File: config.mk
export PLATFORM = sky130hd
export DESIGN_NAME = irqc_setclr
export DESIGN_NICKNAME = d
export VERILOG_FILES = /design/src/rtl/irqc_pkg.sv /design/src/rtl/irqc_decode.sv /design/src/rtl/irqc_enable.sv /design/src/rtl/irqc_status.sv /design/src/rtl/irqc_setclr.sv
export SDC_FILE = /design/constraint.sdc
export NUM_CORES = 1
export LEC_CHECK = 0
export ABC_AREA = 1
export BUFFER_PORTS_ARGS = -buffer_cell sky130_fd_sc_hd__buf_2
export CELL_PAD_IN_SITES_DETAIL_PLACEMENT = 1
export CELL_PAD_IN_SITES_GLOBAL_PLACEMENT = 1
export CORE_MARGIN = 2
export CORE_UTILIZATION = 28
export CTS_BUF_LIST = sky130_fd_sc_hd__clkbuf_16
export DETAILED_ROUTE_END_ITERATION = 8
export GPL_TIMING_DRIVEN = 1
export PLACE_DENSITY_LB_ADDON = 0.1
export SLEW_MARGIN = 20
export SYNTH_ARGS = -nofsm -noshare
export SYNTH_HDL_FRONTEND = slang
export SYNTH_SLANG_ARGS = --single-unit
export TNS_END_PERCENT = 50
File: constraint.sdc
create_clock -name clk -period 1 [get_ports clk]
set_input_delay 0.2 -clock clk [delete_from_list [all_inputs] [get_ports clk]]
set_output_delay 0.2 -clock clk [all_outputs]
set_load 0.005 [all_outputs]
File: src/rtl/irqc_pkg.sv
// Package: shared register map and read-select type for the set/clear-enable
// interrupt controller. Assumes word-indexed addressing on the register bus.
package irqc_pkg;

    // Word indices of the registers
    localparam int unsigned IDX_MASKED = 0;
    localparam int unsigned IDX_RAW    = 1;
    localparam int unsigned IDX_ENSET  = 2;
    localparam int unsigned IDX_ENCLR  = 3;

    // Which value the read port returns
    typedef enum logic [2:0] {
        RSEL_ZERO   = 3'd0,
        RSEL_MASKED = 3'd1,
        RSEL_RAW    = 3'd2,
        RSEL_ENABLE = 3'd3
    } rsel_t;

endpackage

File: src/rtl/irqc_decode.sv
// Module: irqc_decode
// Decodes one bus access into enable-set / enable-clear strobes and a read
// selector. Assumes at most one register is addressed per cycle; unmapped
// indices and the clear register read as zero.
module irqc_decode
    import irqc_pkg::*;
#(
    parameter int unsigned ADDR_W = 4
) (
    input  logic              bus_wr,
    input  logic              bus_rd,
    input  logic [ADDR_W-1:0] bus_addr,
    output logic              set_stb,
    output logic              clr_stb,
    output logic              rd_stb,
    output rsel_t             rd_sel
);

    localparam logic [ADDR_W-1:0] A_MASKED = ADDR_W'(IDX_MASKED);
    localparam logic [ADDR_W-1:0] A_RAW    = ADDR_W'(IDX_RAW);
    localparam logic [ADDR_W-1:0] A_ENSET  = ADDR_W'(IDX_ENSET);
    localparam logic [ADDR_W-1:0] A_ENCLR  = ADDR_W'(IDX_ENCLR);

    // Write strobes: only the two mask-update registers accept writes
    always_comb begin
        set_stb = bus_wr && (bus_addr == A_ENSET);
        clr_stb = bus_wr && (bus_addr == A_ENCLR);
    end

    // Read selection: the clear register and unmapped indices give zero
    always_comb begin
        rd_stb = bus_rd;
        unique case (bus_addr)
            A_MASKED: rd_sel = RSEL_MASKED;
            A_RAW:    rd_sel = RSEL_RAW;
            A_ENSET:  rd_sel = RSEL_ENABLE;
            default:  rd_sel = RSEL_ZERO;
        endcase
    end

endmodule

File: src/rtl/irqc_enable.sv
// Module: irqc_enable
// Holds the enable mask, one flop per source, updated only by write-one-to-set
// and write-one-to-clear strobes. A clear beats a set on the same bit.
// Assumes synchronous active-low reset to an all-disabled mask.
module irqc_enable #(
    parameter int unsigned NUM_SRC = 8
) (
    input  logic               clk,
    input  logic               rst_n,
    input  logic               set_stb,
    input  logic               clr_stb,
    input  logic [NUM_SRC-1:0] wbits,
    output logic [NUM_SRC-1:0] en_q
);

    for (genvar i = 0; i < NUM_SRC; i++) begin : g_bit
        logic do_set;
        logic do_clr;

        // Per-bit update requests
        always_comb begin
            do_set = set_stb && wbits[i];
            do_clr = clr_stb && wbits[i];
        end

        // Per-bit enable flop, clear has priority
        always_ff @(posedge clk) begin
            if (!rst_n)
                en_q[i] <= 1'b0;
            else if (do_clr)
                en_q[i] <= 1'b0;
            else if (do_set)
                en_q[i] <= 1'b1;
        end
    end

    assert_set_adds_R1: assert property (@(posedge clk) disable iff (!rst_n)
        (set_stb && !clr_stb) |=> ((en_q & $past(wbits)) == $past(wbits)));

    assert_clear_removes_R2: assert property (@(posedge clk) disable iff (!rst_n)
        clr_stb |=> ((en_q & $past(wbits)) == '0));

    assert_zero_bits_keep_R3: assert property (@(posedge clk) disable iff (!rst_n)
        (set_stb || clr_stb) |=> ((en_q & ~$past(wbits)) == ($past(en_q) & ~$past(wbits))));

    assert_idle_holds_R3: assert property (@(posedge clk) disable iff (!rst_n)
        (!set_stb && !clr_stb) |=> $stable(en_q));

    assert_reset_clears_R9: assert property (@(posedge clk)
        !rst_n |=> (en_q == '0));

endmodule

File: src/rtl/irqc_status.sv
// Module: irqc_status
// Samples the source request levels into a raw status word every cycle,
// masks it with the enable word and drives the active-low processor line.
// Assumes sources are already synchronous to clk; no bit is held sticky.
module irqc_status #(
    parameter int unsigned NUM_SRC = 8
) (
    input  logic               clk,
    input  logic               rst_n,
    input  logic [NUM_SRC-1:0] src_req,
    input  logic [NUM_SRC-1:0] en,
    output logic [NUM_SRC-1:0] raw_q,
    output logic [NUM_SRC-1:0] masked,
    output logic               irq_n
);

    // Raw status register: tracks request levels one clock late
    always_ff @(posedge clk) begin
        if (!rst_n)
            raw_q <= '0;
        else
            raw_q <= src_req;
    end

    // Masked status and processor line
    always_comb begin
        masked = raw_q & en;
        irq_n  = ~(|masked);
    end

    assert_raw_tracks_R6: assert property (@(posedge clk) disable iff (!rst_n)
        1'b1 |=> (raw_q == $past(src_req)));

    assert_timer_bits_R12: assert property (@(posedge clk) disable iff (!rst_n)
        1'b1 |=> (raw_q[1:0] == $past(src_req[1:0])));

endmodule

File: src/rtl/irqc_setclr.sv
// Module: irqc_setclr (top)
// Set/clear-enable interrupt controller: bus decode, enable mask, status and
// a registered read port. Assumes NUM_SRC <= DATA_W and NUM_SRC >= 2
// (bits 0 and 1 are the two timer end-of-count requests).
module irqc_setclr
    import irqc_pkg::*;
#(
    parameter int unsigned NUM_SRC = 8,
    parameter int unsigned DATA_W  = 32,
    parameter int unsigned ADDR_W  = 4
) (
    input  logic               clk,
    input  logic               rst_n,
    input  logic [NUM_SRC-1:0] src_req,
    input  logic               bus_wr,
    input  logic               bus_rd,
    input  logic [ADDR_W-1:0]  bus_addr,
    input  logic [DATA_W-1:0]  bus_wdata,
    output logic [DATA_W-1:0]  bus_rdata,
    output logic               irq_n
);

    localparam logic [ADDR_W-1:0] A_ENCLR = ADDR_W'(IDX_ENCLR);

    logic               set_stb;
    logic               clr_stb;
    logic               rd_stb;
    rsel_t              rd_sel;
    logic [NUM_SRC-1:0] wbits;
    logic [NUM_SRC-1:0] en_w;
    logic [NUM_SRC-1:0] raw_w;
    logic [NUM_SRC-1:0] masked_w;
    logic [NUM_SRC-1:0] rd_val;

    // Upper write-data bits carry no function
    if (DATA_W > NUM_SRC) begin : g_hi
        logic unused_wdata_hi;
        assign unused_wdata_hi = ^bus_wdata[DATA_W-1:NUM_SRC];
    end

    assign wbits = bus_wdata[NUM_SRC-1:0];

    irqc_decode #(.ADDR_W(ADDR_W)) u_decode (
        .bus_wr  (bus_wr),
        .bus_rd  (bus_rd),
        .bus_addr(bus_addr),
        .set_stb (set_stb),
        .clr_stb (clr_stb),
        .rd_stb  (rd_stb),
        .rd_sel  (rd_sel)
    );

    irqc_enable #(.NUM_SRC(NUM_SRC)) u_enable (
        .clk    (clk),
        .rst_n  (rst_n),
        .set_stb(set_stb),
        .clr_stb(clr_stb),
        .wbits  (wbits),
        .en_q   (en_w)
    );

    irqc_status #(.NUM_SRC(NUM_SRC)) u_status (
        .clk    (clk),
        .rst_n  (rst_n),
        .src_req(src_req),
        .en     (en_w),
        .raw_q  (raw_w),
        .masked (masked_w),
        .irq_n  (irq_n)
    );

    // Read multiplexer
    always_comb begin
        unique case (rd_sel)
            RSEL_MASKED: rd_val = masked_w;
            RSEL_RAW:    rd_val = raw_w;
            RSEL_ENABLE: rd_val = en_w;
            default:     rd_val = '0;
        endcase
    end

    // Registered read data, held between reads
    always_ff @(posedge clk) begin
        if (!rst_n)
            bus_rdata <= '0;
        else if (rd_stb)
            bus_rdata <= DATA_W'(rd_val);
    end

    assert_clear_reads_zero_R5: assert property (@(posedge clk) disable iff (!rst_n)
        (bus_rd && bus_addr == A_ENCLR) |=> (bus_rdata == '0));

    assert_irq_matches_R8: assert property (@(posedge clk) disable iff (!rst_n)
        irq_n == !(|(raw_w & en_w)));

    assert_upper_zero_R11: assert property (@(posedge clk) disable iff (!rst_n)
        1'b1 |=> ((bus_rdata >> NUM_SRC) == '0));

endmodule

==> metrics.md, run 1 <==
| Metric | Value |
|---|---|
| Setup Skew | 0.00137 ns |
| Post-Syn Instances | between 150 and 200 |
| Worst skew pair latency | 0.26 ns |
| Longest Clk Path Bufs | 2 |
| Crit end category | output pin |
| Max cap viols | 0 |
| Vias in the first global route | 1223 |
| Worst reg2reg path startpoint | u_status.raw_q[1]$_SDFF_PN0_ |
| Row cnt | 25 |
| CTS clk-pin slew, worst paths | 0.06 ns |
| Worst setup startpoint | u_enable.en_q[7]$_SDFFE_PP0P_ |
| Worst endpoint required time | around 0.8 ns |
| IO Count | between 80 and 90 |
| Die area | roughly 5300 um2 |
| Register area | approximately 500 um2 |
| Seq/Total Area, Yosys | between 30% and 40% |
| Clock Sinks | 24 |
| Post-DP HPWL | ~2900 um |
| Port Buffers | 32 |
| Finished Core Util | approximately a third |
| Synthesis-to-finish area growth | 22.5% |
| Warnings from Yosys | 0 |
| Final Critical Period | 1.19 ns |
| RSZ-0062 raised after global routing | true |
| CTS Buf Count | 3 |
| Top cell type's share of synthesized area | 36.3% |
| Die Wd | between 70 and 80 um |
| Multi-input logic area | roughly 600 um2 |
| Critical path type | flip-flop to output pin |
| Switch Pwr | approximately 0.5 mW |
| Post-DP Area | around 1500 um2 |
| Fmax | 841 MHz |
| Mean Syn Cell Area | about 6.9 um2 |
| Cell taking the most area after synthesis | dfxtp_1 |
| Grt ovf | 0 |
| Nets@finish | roughly 280 |
| All-layer global routing usage | approximately 14% |
| Starting Density | around 29% |
| Total wire length | about 3500 um |
| First-pass GRT wire length | between 5000 and 6000 um |
| Clock share of power | 41.7% |
| Core Box Area | 4630 um2 |
| Switching Share | 23.9% |
| Mapped Area | around 1300 um2 |
| Drt pass-1 iters | 4 |
| Wire per inst | 12.2 um |
| Hold Vio Cnt, Final | 0 |
| Comb pwr share | 10.8% |
| Place WS | -0.181 ns |
| DRC | 0 |
| GPL Wtd Cong | slightly below 0.8 |
| Internal | ~1.6 mW |
| Outcome | complete, but fails checks |
| Yosys reg bits | 24 |
| Max-slew violations | 0 |
| Leakage power | roughly 0.84 nW |
| Post-Layout Inst Area | approximately 1600 um2 |
| TritonCTS clock tree | done |
| Filler cells | about 630 |
| Vias per inst | ~4.4 |
| Failing checks | setup timing |
| Maximum fanout along the worst path | 3 |
| Antenna diode count | 0 |
| Layout cell share with drive strength beyond 1 | between 20% and 30% |
| Hold WS | between 0.1 and 0.15 ns |
| Seq pwr share | between 40% and 50% |
| DIE HEIGHT | about 73 um |
| H-tree levels | 1 |
| DRT antenna net count | 0 |
| Final period utilization | 119% |
| PwrDens | approximately 1300 nW/um2 |
| DRT iter0 DRCs | 29 |
| Maximum vdd drop | about 0.00052 V |
| Initial antenna violation count | 0 |
| Setup-violating endpoint count in the final report | 1 |
| Synth area leaders | dfxtp_1 36%, buf_4 14%, nand3_1 13%, nand2_1 9.4%, inv_1 9.1% |
| Setup ws final | -0.189 ns |
| Via count of the routed design | roughly 1300 |
| Min-delay src | src_req[5] |
| Total power draw | between 2 and 2.5 mW |
| Startpoint Class | flip-flop |
| Library cells used by synthesis | 18 |
| Root Driver | clkbuf_16 |
| Crit path DAT | 0.99 ns |
| Largest net degree at the start of global routing | 21 |
| Hold crit path type | primary input to flip-flop |
[cell usage after synthesis]
| library cell | instances |
|---|---|
| nand2_1 | 33 |
| o21ai_1 | 2 |
| buf_6 | 1 |
| dfxtp_1 | 24 |
| buf_4 | 24 |
| inv_2 | 2 |
| nand4_1 | 3 |
| nor2_4 | 3 |
| nand3_1 | 34 |
| nor2_1 | 2 |
| o21ai_0 | 10 |
| clkbuf_1 | 1 |
| clkbuf_2 | 1 |
| inv_1 | 32 |
| nor2_2 | 1 |
| buf_2 | 2 |
| conb_1 | 1 |
| a21oi_1 | 16 |
[state kept, by name, indices dropped and copies added, names as in the netlist]
signal / count
u_enable.en_q: 8
bus_rdata: 8
u_status.raw_q: 8
[cells by family (layout without fill, tap and decap cells)]
group                  after synthesis  in the layout  synth area share (%)
other                                1             24                 0.284
AO/OA/AOI/OAI                       28             28                  10.6
AND/OR/NAND/NOR                     76             76                  27.2
buffers and inverters               63             82                  25.5
flip-flops                          24             24                  36.3
[worst paths after layout]
path | slack (ns) | to | cells past startpoint
setup / recovery | -0.19 | irq_n | 4
hold / removal | 0.12 | u_status.raw_q[5]$_SDFF_PN0_ | 3
setup reg to reg | 0.09 | bus_rdata[1]$_SDFFE_PN0P_ | 5
hold reg to reg | 0.46 | bus_rdata[1]$_SDFFE_PN0P_ | 2
[layout by cell type, fill, tap and decap left out, drive strengths merged]
cell    count
dfxtp      24
nor2        6
o21ai      12
nand2      33
conb       24
buf        44
clkinv      1
clkbuf      3
nand4       3
inv        34
a21oi      16
nand3      34
[power groups by stage]
stage	Clock, mW	Sequential [mW]	Combinational, mW
CTS	0.908	0.998	0.223
floorplan	0	1.01	0.185
detailed placement	0	1.02	0.218
global placement	0	1.02	0.209
finish	0.876	0.999	0.226
global route	0.939	1.00	0.258
[final cells by class]
type,count,share of cell area [%]
repair buffers,44,15.7
multi-input cells,128,37.1
flip-flops and latches,24,30.3
clock inverters,1,0.232
clock buffers,3,4.63
inverters,34,7.88
well taps,54,4.17
[critical path, stage by stage, from the launching register on]
cell and delay [ns]:
dfxtp_2 0.35, nand2_2 0.07, nand4_1 0.08, nor2_1 0.11, buf_2 0.12
[timing repair]
action,4_1_cts,5_1_grt
buffers inserted,1,0
hold buffers,0,0
resized for setup,10,4
endpoints found under the setup margin,1,5
pin swaps,3,3
[layer usage]
layer / global-route usage (%) / vias up / part of all wire, %
met5: 0 / - / 0
met4: 4.32 / 0 / 1.4
met3: 2.21 / 5 / 4.0
met2: 25.4 / 36 / 50
met1: 16.8 / 586 / 45
li1: - / 647 / -
[per-stage QoR]
step,cells,setup TNS (ns)
finish,288,-0.189
CTS,288,-0.207
floorplan,215,0
global route,288,-0.285
detailed placement,283,-2.41
global placement,283,-1.66
(Power assumes the default switching activity.)
==> run 2, diff against run 1 <==
- ABC_CLOCK_PERIOD_IN_PS: unset -> 1500
- CORE_UTILIZATION: 28 -> 30
- clock period: 1 -> 1.5 ns (I/O delays scaled with it)
==> metrics.md, run 2 (same netlist as run 1, synthesis figures left out) <==
| Metric | Value |
|---|---|
| Outcome | completed |
| CP cell instances | nand2_1, nand4_1, nor2_1, buf_2 |
| Longest Clk Path Bufs | 2 (unchanged) |
| Filler cells | 553 (-12%) |
| Clock Sinks | 24 (unchanged) |
| Initial antenna violation count | 0 (unchanged) |
| TritonCTS clock tree | done |
| IO Count | 81 (unchanged) |
| CTS Buf Count | 3 (unchanged) |
| Post-DP Area | 1430 um2 (-5.1%) |
| Hold Vio Cnt, Final | 0 (unchanged) |
| CTS clk-pin slew, worst paths | 0.06 ns (about the same) |
| Hold WS | 0.229 ns (+0.107 ns) |
| Total power draw | 1.37 mW (-35%) |
| Root Driver | clkbuf_16 |
| Clock share of power | 41.9% (+0.2 points) |
| Post-DP HPWL | 2640 um (-8.3%) |
| Synthesis-to-finish area growth | 14.2% |
| Port Buffers | 32 (unchanged) |
| Cells after DPL | 271 (-4.2%) |
| Worst endpoint required time | 1.20 ns (+0.40 ns) |
| Via count of the routed design | 1218 (-4.4%) |
| Layout cell share with drive strength beyond 1 | 18.8% (-9.4 points) |
| Layout Cells excl Fill | 275 (-4.5%) |
| Commonest non-fill, non-tap cell in the layout | nand3_1 |
| Die Wd | 70.4 um (-3.2%) |
| Grt ovf | 0 (unchanged) |
| Final setup TNS | 0 ns (+0.189 ns) |
| Gates resized, CTS repair | 0 (-10) |
| Total wire length | 3250 um (-7.8%) |
| Switching Share | 23.3% (-0.69 points) |
| Antenna diode count | 0 (unchanged) |
| Crit end category | output pin |
| Slowest library cell on the worst path | dfxtp_1 |
| Buf/Inv on CP | 1 (unchanged) |
| Internal | 1.05 mW (-34%) |
| Critical path type | flip-flop to output pin |
| RSZ-0062 raised after global routing | false |
| Core Box Area | 4290 um2 (-7.2%) |
| DRT iter0 DRCs | 40 (+38%) |
| Vias per inst | 4.43 (+0.12%) |
| Setup Skew | 0.00279 ns (+0.00142 ns) |
| Startpoint Class | flip-flop |
| Finished Core Util | 35.2% (+0.17 points) |
| Most frequent cells in the layout | 34 x nand3_1, 33 x nand2_1, 32 x inv_1, 32 x buf_2 |
| DRC | 0 (unchanged) |
| Seq pwr share | 48.4% (+0.9 points) |
| Crit-path leading delay family | flip-flops |
| Final period utilization | 87.1% |
| GPL Wtd Cong | 0.820 (+4.4%) |
| Hold crit path type | primary input to flip-flop |
| Switch Pwr | 0.318 mW (-37%) |
| Wire per inst | 11.8 um (-3.4%) |
| All-layer global routing usage | 14.4% (+0.43 points) |
| Nets@finish | 272 (-3.9%) |
| Row cnt | 24 (-4.0%) |
| Vias in the first global route | 1243 (+1.6%) |
| First-pass GRT wire length | 5800 um (+3.1%) |
| PwrDens | 907 nW/um2 (-30%) |
| Setup ws final | 0.194 ns (+0.382 ns) |
| Starting Density | 30.8% (+2.2 points) |
| H-tree levels | 1 (unchanged) |
| Number of setup buffers added after CTS | 0 (-1) |
| Crit path DAT | 1.01 ns (+0.02 ns) |
| Setup-violating endpoint count in the final report | 0 (-1) |
| Maximum vdd drop | 0.000345 V (-34%) |
| Maximum fanout along the worst path | 3 (unchanged) |
| Max-slew violations | 0 (unchanged) |
| Worst skew pair latency | 0.25 ns (about the same) |
| Comb pwr share | 9.6% (-1.2 points) |
| Fmax | about 770 MHz |
| Leakage power | 0.775 nW (-7.6%) |
| Largest registers | bus_rdata x8, u_enable.en_q x8, u_status.raw_q x8 |
| Final Critical Period | approximately 1.3 ns |
| Largest net degree at the start of global routing | 21 (unchanged) |
| DRT antenna net count | 0 (unchanged) |
| DIE HEIGHT | 70.4 um (-3.2%) |
| Drt pass-1 iters | 4 (unchanged) |
| Die area | 4960 um2 (-6.3%) |
| Largest stage delay on the critical path | 0.34 ns (about the same) |
| Max cap viols | 0 (unchanged) |
| Hold-fix buffers, CTS | 0 (unchanged) |
| Place WS | 0.126 ns (+0.307 ns) |
| Post-Layout Inst Area | 1510 um2 (-6.8%) |
run 2: final cells by class:
class                      count  area [um2]  share of cell area [%]
clock inverter                 1        3.75                   0.249
multi-input combinational    128         591                    39.1
clock buffer                   3        75.1                    4.97
inverter                      34         128                    8.45
tap                           52        65.1                    4.31
timing repair buffer          33         168                    11.1
sequential                    24         480                    31.8
run 2: worst min-delay path, cell delays in order:
cell     delay, ns
buf_2         0.07
nand2_1       0.04
inv_1         0.04
run 2: worst paths after layout:
path                                       from  cells past startpoint  slack, ns                      endpoint
hold reg to reg       bus_rdata[5]$_SDFFE_PN0P_                      2       0.46     bus_rdata[5]$_SDFFE_PN0P_
hold / removal                       src_req[3]                      3       0.23  u_status.raw_q[3]$_SDFF_PN0_
setup reg to reg  u_enable.en_q[4]$_SDFFE_PP0P_                      6       0.54     bus_rdata[4]$_SDFFE_PN0P_
setup / recovery  u_enable.en_q[4]$_SDFFE_PP0P_                      4       0.19                         irq_n
run 2: per-layer routing:
metal / wire [um] / global-route usage [%] / up-vias
met3: 204 / 2.60 / 6
met1: 1480 / 18.1 / 544
met2: 1530 / 24.5 / 45
met4: 38 / 4.91 / 0
met5: 0 / 0 / -
li1: - / - / 623
run 2: power groups by stage:
stage | clock network [mW] | logic (mW) | registers, mW
floorplan | 0 | 0.123 | 0.674
finish | 0.574 | 0.132 | 0.663
global placement | 0 | 0.127 | 0.677
detailed placement | 0 | 0.133 | 0.678
CTS | 0.588 | 0.133 | 0.663
global route | 0.627 | 0.153 | 0.665
==> run 3, diff against run 2 <==
- CAP_MARGIN: unset -> 20
- REMOVE_ABC_BUFFERS: unset -> 1
==> metrics.md, run 3 (same netlist as run 1, synthesis figures left out) <==
| Metric | Value |
|---|---|
| Starting Density | 30.8% (unchanged) |
| Most frequent cells in the layout | 34 x nand3_1, 33 x nand2_1, 32 x inv_1, 32 x buf_2 |
| PwrDens | 907 nW/um2 (about the same) |
| IO Count | 81 (unchanged) |
| Hold WS | 0.226 ns (-0.00232 ns) |
| Vias per inst | 4.42 (-0.13%) |
| Core Box Area | 4290 um2 (unchanged) |
| Number of setup buffers added after CTS | 0 (unchanged) |
| Startpoint Class | flip-flop |
| Post-DP Area | 1430 um2 (unchanged) |
| Critical path type | flip-flop to output pin |
| Wire per inst | 11.9 um (+0.58%) |
| Setup ws final | 0.135 ns (-0.0582 ns) |
| Setup-violating endpoint count in the final report | 0 (unchanged) |
| Antenna diode count | 0 (unchanged) |
| Maximum fanout along the worst path | 3 (unchanged) |
| Drt pass-1 iters | 3 (-1) |
| Setup Skew | 0.00220 ns (-0.000595 ns) |
| DRT iter0 DRCs | 11 (-73%) |
| TritonCTS clock tree | done |
| Final period utilization | 91.0% (+3.9 points) |
| Root Driver | clkbuf_16 |
| Crit path DAT | 1.06 ns (+0.05 ns) |
| Worst skew pair latency | 0.26 ns (about the same) |
| Leakage power | 0.774 nW (-0.20%) |
| Maximum vdd drop | 0.000510 V (+48%) |
| Multi-input logic area | 591 um2 (unchanged) |
| Layout Cells excl Fill | 274 (-0.36%) |
| DRT antenna net count | 0 (unchanged) |
| Longest Clk Path Bufs | 2 (unchanged) |
| RSZ-0062 raised after global routing | false |
| Synthesis-to-finish area growth | 13.9% |
| R2R setup slack | 0.54 ns (about the same) |
| Max-slew violations | 0 (unchanged) |
| Die area | 4960 um2 (unchanged) |
| Worst endpoint required time | 1.20 ns (about the same) |
| Row cnt | 24 (unchanged) |
| Final setup TNS | 0 ns (unchanged) |
| Clock Sinks | 24 (unchanged) |
| First-pass GRT wire length | 5390 um (-7.1%) |
| Nets@finish | 272 (unchanged) |
| Commonest non-fill, non-tap cell in the layout | nand3_1 |
| All-layer global routing usage | 13.7% (-0.67 points) |
| Hold-fix buffers, CTS | 0 (unchanged) |
| H-tree levels | 1 (unchanged) |
| Max cap viols | 0 (unchanged) |
| Initial antenna violation count | 0 (unchanged) |
| Grt ovf | 0 (unchanged) |
| Hold Vio Cnt, Final | 0 (unchanged) |
| CTS clk-pin slew, worst paths | 0.06 ns (about the same) |
| Crit end category | output pin |
| Cells after DPL | 271 (unchanged) |
| Post-Layout Inst Area | 1510 um2 (-0.25%) |
| DRC | 0 (unchanged) |
| GPL Wtd Cong | 0.706 (-14%) |
| Vias in the first global route | 1207 (-2.9%) |
| Port Buffers | 32 (unchanged) |
| Outcome | completed |
| CTS Buf Count | 3 (unchanged) |
| Filler cells | 579 (+4.7%) |
| Largest registers | bus_rdata x8, u_enable.en_q x8, u_status.raw_q x8 |
| Layout cell share with drive strength beyond 1 | 18.9% (+0.085 points) |
| Register area | 480 um2 (unchanged) |
| Gates resized, CTS repair | 0 (unchanged) |
| DIE HEIGHT | 70.4 um (unchanged) |
| Total wire length | 3260 um (+0.22%) |
| Final Critical Period | 1.36 ns (+0.0582 ns) |
| Post-DP HPWL | 2570 um (-2.5%) |
| Fmax | 733 MHz (-4.3%) |
| Via count of the routed design | 1212 (-0.49%) |
| Place WS | 0.176 ns (+0.0501 ns) |
| Die Wd | 70.4 um (unchanged) |
| Hold crit path type | primary input to flip-flop |
| Largest net degree at the start of global routing | 21 (unchanged) |
-- run 3: final timing paths --
| kind | startpoint | end | cells after the start |
|---|---|---|---|
| setup reg to reg | u_enable.en_q[3]$_SDFFE_PP0P_ | bus_rdata[3]$_SDFFE_PN0P_ | 6 |
| hold / removal | src_req[5] | u_status.raw_q[5]$_SDFF_PN0_ | 3 |
| hold reg to reg | bus_rdata[2]$_SDFFE_PN0P_ | bus_rdata[2]$_SDFFE_PN0P_ | 2 |
| setup / recovery | u_enable.en_q[2]$_SDFFE_PP0P_ | irq_n | 4 |
-- run 3: routing by layer --
metal | up-vias | part of all wire, % | global-route usage (%)
met1 | 558 | 43 | 15.7
met5 | - | 0 | 0
met2 | 31 | 51 | 24.9
met4 | 0 | 1.4 | 5.13
met3 | 4 | 4.9 | 2.60
li1 | 619 | - | -
-- run 3: cell type report --
cell class                      instances  area share, %
Multi-Input combinational cell        128           39.2
Sequential cell                        24           31.9
Timing Repair Buffer                   33           11.1
Inverter                               34           8.47
Clock buffer                            3           4.98
Tap cell                               52           4.32
-- run 3: metrics by stage --
| step | power, mW | util (%) |
|---|---|---|
| 2_1_floorplan | 0.738 | - |
| 3_3_place_gp | 0.803 | 33.3 |
| 3_5_place_dp | 0.810 | 33.3 |
| 4_1_cts | 1.39 | 35.1 |
| 5_1_grt | 1.44 | 35.1 |
| 6_report | 1.37 | 35.1 |
-- run 3: where the power goes --
group | leakage (nW) | internal (mW) | switching [mW] | total [mW]
clock network | 0.0370 | 0.353 | 0.219 | 0.571
logic | 0.541 | 0.0421 | 0.0907 | 0.133
registers | 0.196 | 0.653 | 0.0100 | 0.663
total | 0.774 | 1.05 | 0.319 | 1.37
-- run 3: worst max-delay path: stages, from the launching register on --
cell,delay (ns)
dfxtp_1,0.34
nand2_1,0.09
nand4_1,0.10
nor2_1,0.14
buf_2,0.13
